==> config.mk <==
export PLATFORM = sky130hd
export DESIGN_NAME = pulse_cmd_decoder
export DESIGN_NICKNAME = d
export VERILOG_FILES = /design/src/rtl/pcd_pkg.sv /design/src/rtl/pcd_sync.sv /design/src/rtl/pcd_pair_fsm.sv /design/src/rtl/pcd_select.sv /design/src/rtl/pulse_cmd_decoder.sv
export SDC_FILE = /design/constraint.sdc
export NUM_CORES = 1
export LEC_CHECK = 0
export ABC_AREA = 1
export CORE_UTILIZATION = 49
export DETAILED_ROUTE_END_ITERATION = 16
export PLACE_DENSITY = 0.76
export SLEW_MARGIN = 20
export SYNTH_ARGS = -nofsm -noshare
export SYNTH_HDL_FRONTEND = slang
export SYNTH_SLANG_ARGS = --single-unit
export TNS_END_PERCENT = 20
==> constraint.sdc <==
create_clock -name clk -period 1.4 [get_ports clk]
set_clock_uncertainty 0.2 [all_clocks]
set_input_delay 0.21 -clock clk [delete_from_list [all_inputs] [get_ports clk]]
set_output_delay 0.21 -clock clk [all_outputs]
set_load 0.02 [all_outputs]
==> src/rtl/pcd_pkg.sv <==
package pcd_pkg;
  typedef enum logic [1:0] {
    PS_IDLE  = 2'd0,
    PS_START = 2'd1,
    PS_END   = 2'd2,
    PS_PAIR  = 2'd3
  } pair_state_e;

  typedef struct packed {
    logic ref_stb;
    logic rf_stb;
    logic shift_stb;
    logic shift_bit;
  } cmd_evt_t;
endpackage

==> src/rtl/pcd_sync.sv <==
module pcd_sync #(
  parameter int STAGES = 2
) (
  input  logic clk,
  input  logic rst_n,
  input  logic d,
  output logic q
);
  logic [STAGES-1:0] chain_q;

  always_ff @(posedge clk or negedge rst_n) begin
    if (!rst_n) chain_q <= '0;
    else        chain_q <= {chain_q[STAGES-2:0], d};
  end

  assign q = chain_q[STAGES-1];
endmodule

==> src/rtl/pcd_pair_fsm.sv <==
module pcd_pair_fsm
  import pcd_pkg::*;
(
  input  logic     clk,
  input  logic     rst_n,
  input  logic     s_lvl,
  input  logic     e_lvl,
  output cmd_evt_t evt
);
  pair_state_e st_q, st_d;
  cmd_evt_t    evt_q, evt_d;

  always_comb begin
    st_d  = st_q;
    evt_d = '0;
    unique case (st_q)
      PS_IDLE: begin
        unique case ({s_lvl, e_lvl})
          2'b10:   st_d = PS_START;
          2'b01:   st_d = PS_END;
          2'b11:   st_d = PS_PAIR;   // simultaneous rise: no bit
          default: st_d = PS_IDLE;
        endcase
      end
      PS_START: begin
        unique case ({s_lvl, e_lvl})
          2'b11: begin
            st_d = PS_PAIR;
            evt_d.shift_stb = 1'b1;
            evt_d.shift_bit = 1'b1;
          end
          2'b00: begin
            st_d = PS_IDLE;
            evt_d.ref_stb = 1'b1;
          end
          2'b01: begin
            st_d = PS_END;
            evt_d.ref_stb = 1'b1;
          end
          default: st_d = PS_START;
        endcase
      end
      PS_END: begin
        unique case ({s_lvl, e_lvl})
          2'b11: begin
            st_d = PS_PAIR;
            evt_d.shift_stb = 1'b1;
            evt_d.shift_bit = 1'b0;
          end
          2'b00: begin
            st_d = PS_IDLE;
            evt_d.rf_stb = 1'b1;
          end
          2'b10: begin
            st_d = PS_START;
            evt_d.rf_stb = 1'b1;
          end
          default: st_d = PS_END;
        endcase
      end
      default: begin
        // overlapped pair: trailing edges carry no command
        if (!s_lvl && !e_lvl) st_d = PS_IDLE;
      end
    endcase
  end

  always_ff @(posedge clk or negedge rst_n) begin
    if (!rst_n) begin
      st_q  <= PS_IDLE;
      evt_q <= '0;
    end else begin
      st_q  <= st_d;
      evt_q <= evt_d;
    end
  end

  assign evt = evt_q;
endmodule

==> src/rtl/pcd_select.sv <==
module pcd_select #(
  parameter int N_XTAL = 8,
  localparam int IDX_W = $clog2(N_XTAL),
  localparam int SEL_W = IDX_W + 1
) (
  input  logic             clk,
  input  logic             rst_n,
  input  logic             shift_stb,
  input  logic             shift_bit,
  input  logic             commit,
  output logic [SEL_W-1:0] sel,
  output logic [N_XTAL-1:0] en
);
  logic [SEL_W-1:0]  sel_q;
  logic [N_XTAL-1:0] keep_q;
  logic [N_XTAL-1:0] dec;

  always_comb begin
    dec = '0;
    dec[sel_q[IDX_W-1:0]] = 1'b1;
  end

  always_ff @(posedge clk or negedge rst_n) begin
    if (!rst_n) begin
      sel_q  <= '0;
      keep_q <= {{(N_XTAL-1){1'b0}}, 1'b1};
    end else begin
      if (shift_stb) sel_q <= {sel_q[SEL_W-2:0], shift_bit};
      if (commit)    keep_q <= dec;
    end
  end

  assign sel = sel_q;
  assign en  = keep_q | dec;
endmodule

==> src/rtl/pulse_cmd_decoder.sv <==
module pulse_cmd_decoder
  import pcd_pkg::*;
#(
  parameter int SYNC_STAGES = 2,
  parameter int N_XTAL      = 8,
  localparam int SEL_W      = $clog2(N_XTAL) + 1
) (
  input  logic              clk,
  input  logic              rst_n,
  input  logic              start_in,
  input  logic              end_in,
  output logic              ref_cmd,
  output logic              rf_cmd,
  output logic [SEL_W-1:0]  sel_reg,
  output logic [N_XTAL-1:0] xtal_en
);
  logic [1:0] raw;
  logic [1:0] lvl;
  cmd_evt_t   evt;

  assign raw = {start_in, end_in};

  for (genvar g = 0; g < 2; g++) begin : g_sync
    pcd_sync #(.STAGES(SYNC_STAGES)) u_sync (
      .clk  (clk),
      .rst_n(rst_n),
      .d    (raw[g]),
      .q    (lvl[g])
    );
  end

  pcd_pair_fsm u_fsm (
    .clk  (clk),
    .rst_n(rst_n),
    .s_lvl(lvl[1]),
    .e_lvl(lvl[0]),
    .evt  (evt)
  );

  pcd_select #(.N_XTAL(N_XTAL)) u_sel (
    .clk      (clk),
    .rst_n    (rst_n),
    .shift_stb(evt.shift_stb),
    .shift_bit(evt.shift_bit),
    .commit   (evt.ref_stb),
    .sel      (sel_reg),
    .en       (xtal_en)
  );

  assign ref_cmd = evt.ref_stb;
  assign rf_cmd  = evt.rf_stb;
endmodule

==> impl_metrics.tcl <==
set metrics [dict create \
    place_inst 154 \
    synth-seq-area-share 0.584 \
    violations "setup timing" \
    p_int_w 0.00192 \
    fin_ws_ps -226 \
    clock.fmax_ghz 0.615 \
    crit_chain "clkinv_4, nand3_4, nand2_2, buf_6" \
    synth-async-reset-ratio 1.00 \
    clockBufferDepth 2 \
    tightest_slew_ps 374 \
    grt_busiest_layer "met2" \
    area_growth_pct 56.3 \
    cp-end-kind "output pin" \
    largest_reg_flops 8 \
    synth_edf_count 0 \
    synth_area_leader_cell "dfrtp_1" \
    num_vias 815 \
    p_seq_frac 0.303 \
    htreeDepth 1 \
    cts_buffers 3 \
    dr.pass1.iters 4 \
    postRouteAntennaNets 0 \
    wire_per_inst_um 14.2 \
    worstPathMaxFanout 5 \
    antenna_found_initial 0 \
    period_share 1.16 \
    grt_util_met2 0.451 \
    ir_drop_mv 1.44 \
    yosysWarnings 0 \
    slew_headroom 0.750 \
    max_flop_register "u_sel.keep_q" \
    clkTransAtPathRegs_ps 130 \
    p_per_area_nw_per_um2 2180 \
    fillers 105 \
    leakagePower_nw 0.724 \
    drive_above_1_share 0.468 \
    fin_util 0.837 \
    p_sw_frac 0.401 \
    cts_tree "done" \
    path_buf_inv 2 \
    final_cells 166 \
    grt.total_usage 0.237 \
    synth_area_um2 945 \
    synth.ff_latch_count 22 \
    hold_ws_ps 133 \
    cp.required_ps 990 \
    dieArea_um2 2110 \
    dp_hpwl_um 1380 \
    met1_usage 0.260 \
    io_pins 18 \
    slew_violations 0 \
    p_switching_w 0.00129 \
    worst_path_max_delay_cell "dfrtp_2" \
    fp.coreArea_um2 1760 \
    yosys-top-cells-count "nand2_1 (24), dfrtp_1 (21), inv_1 (16)" \
    grt_pass1_wl_um 3370 \
    drtIter0Drc 21 \
    clk_latency_ps 300 \
    grt_pass1_vias 756 \
    seqCellArea_um2 554 \
    rsz0062_at_grt "yes" \
    final-setup-viol-count 11 \
    crit_family "flip-flops" \
    yosysUniqueCellTypes 16 \
    row_count 15 \
    final_nets 150 \
    ys.flop_type "dfrtp_1" \
    pwr-share-clk 0.149 \
    place_congestion 0.836 \
    drt_wl_total_um 2360 \
    io_buffers 17 \
    viasPerCell 4.91 \
    overflow 0 \
    worstSetupStartpointType "flip-flop" \
    grt_max_degree 18 \
    drc 0 \
    status "finished, violations left" \
    clockRootBuffer "clkbuf_4" \
    cp.arrival_ps 1220 \
    yosysMostFrequentCell "nand2_1" \
    yosys-top-cells-area "dfrtp_1 (56%), nand2_1 (9.5%), inv_1 (6.4%), ha_1 (5.3%), nand3_1 (5.3%)" \
    cap_violations 0 \
    antenna_cells 0 \
    clock-sinks 22 \
    syn_inst 101 \
    multi_input_area_um2 398 \
    die_h_um 45.9 \
    max_stage_delay_ps 480 \
    hold_viol_final 0 \
    start_util 0.535 \
    path_class "flip-flop to output pin" \
    hold_path.class "primary input to flip-flop" \
    syn-num-nets 109 \
    period_minus_slack_ps 1630 \
    rrSetupSlack_ps 50 \
    die_w_um 45.9 \
    pwr-share-comb 0.548 \
    avgSynthCellArea_um2 9.35 \
    grtUsageMet3 0.0238 \
    synthDominantCellAreaShare 0.556 \
]
layout by cell type, fill, tap and decap left out, drive strengths merged:
cell	n
bufinv	1
a21oi	1
inv	17
nand3	10
clkinv	3
nand4	2
clkdlybuf4s50	3
nor2	5
clkbuf	5
dfstp	1
o21ai	11
nor3b	1
dfrtp	21
buf	31
nand2	24
dlygate4sd3	1
ha	4
stage by stage:
stage | power (W) | setup WS [ps] | setup TNS (ps) | instance area [um^2]
3_5_place_dp | 0.00217 | -338 | -2890 | 1240
6_report | 0.00321 | -226 | -1990 | 1480
2_1_floorplan | 0.00157 | 101 | 0 | 945
4_1_cts | 0.00296 | -208 | -1760 | 1410
5_1_grt | 0.00340 | -280 | -2450 | 1480
3_3_place_gp | 0.00211 | -337 | -2620 | 1240
metal layers:
metal,wire [um],vias up,share of wire
met4,58,0,0.025
met5,0,-,0
met3,55,6,0.023
met2,1310,17,0.56
li1,-,395,-
met1,926,397,0.39
what timing repair did:
item	4_1_cts	5_1_grt
setup buffers	5	2
gates resized for setup	89	22
pin swaps	3	4
hold buffers	1	0
endpoints found under the setup margin	16	17
hold endpoints to repair	4	0
power by group through the flow:
| stage | Clock [W] | Combinational (W) | Sequential [W] |
|---|---|---|---|
| 2_1_floorplan | 0 | 0.000561 | 0.00101 |
| 3_3_place_gp | 0 | 0.00117 | 0.000943 |
| 3_5_place_dp | 0 | 0.00121 | 0.000955 |
| 4_1_cts | 0.000492 | 0.00152 | 0.000955 |
| 5_1_grt | 0.000519 | 0.00189 | 0.000995 |
| 6_report | 0.000480 | 0.00176 | 0.000973 |
area by class of cell:
type | instances | area share
Inverter | 20 | 0.0661
Tap cell | 25 | 0.0212
Multi-Input combinational cell | 58 | 0.269
Clock buffer | 3 | 0.0153
Clock inverter | 1 | 0.0203
Sequential cell | 22 | 0.375
Timing Repair Buffer | 37 | 0.232
path summary, 6_finish.rpt:
kind / start / end / depth (start not counted)
setup reg to reg: u_fsm.st_q[1]$_DFFE_PN0P_ / u_fsm.st_q[1]$_DFFE_PN0P_ / 6
setup / recovery: u_sel.sel[0]$_DFFE_PN0P_ / xtal_en[4] / 4
hold / removal: end_in / g_sync[0].u_sync.chain_q[0]$_DFF_PN0_ / 1
max in group asynchronous: rst_n / u_sel.sel[1]$_DFFE_PN0P_ / 3
min in group asynchronous: rst_n / u_sel.keep_q[3]$_DFFE_PN0P_ / 2
hold reg to reg: g_sync[1].u_sync.chain_q[0]$_DFF_PN0_ / g_sync[1].u_sync.chain_q[1]$_DFF_PN0_ / 0
logic make-up after synthesis:
kind of cell,count (synthesis),share of synthesized area
simple gates,42,0.192
buf+inv,21,0.0914
compound gates,12,0.0795
flops,22,0.584
fa+ha+maj,4,0.0530
worst register-to-register path, stage by stage (launching register included):
cell and delay [ps]:
dfrtp_1 440, inv_2 70, ha_2 200, nor2_4 140, nand2_1 80, nand3_1 80, nand2_1 50
Power figures use the tool's default switching activity.
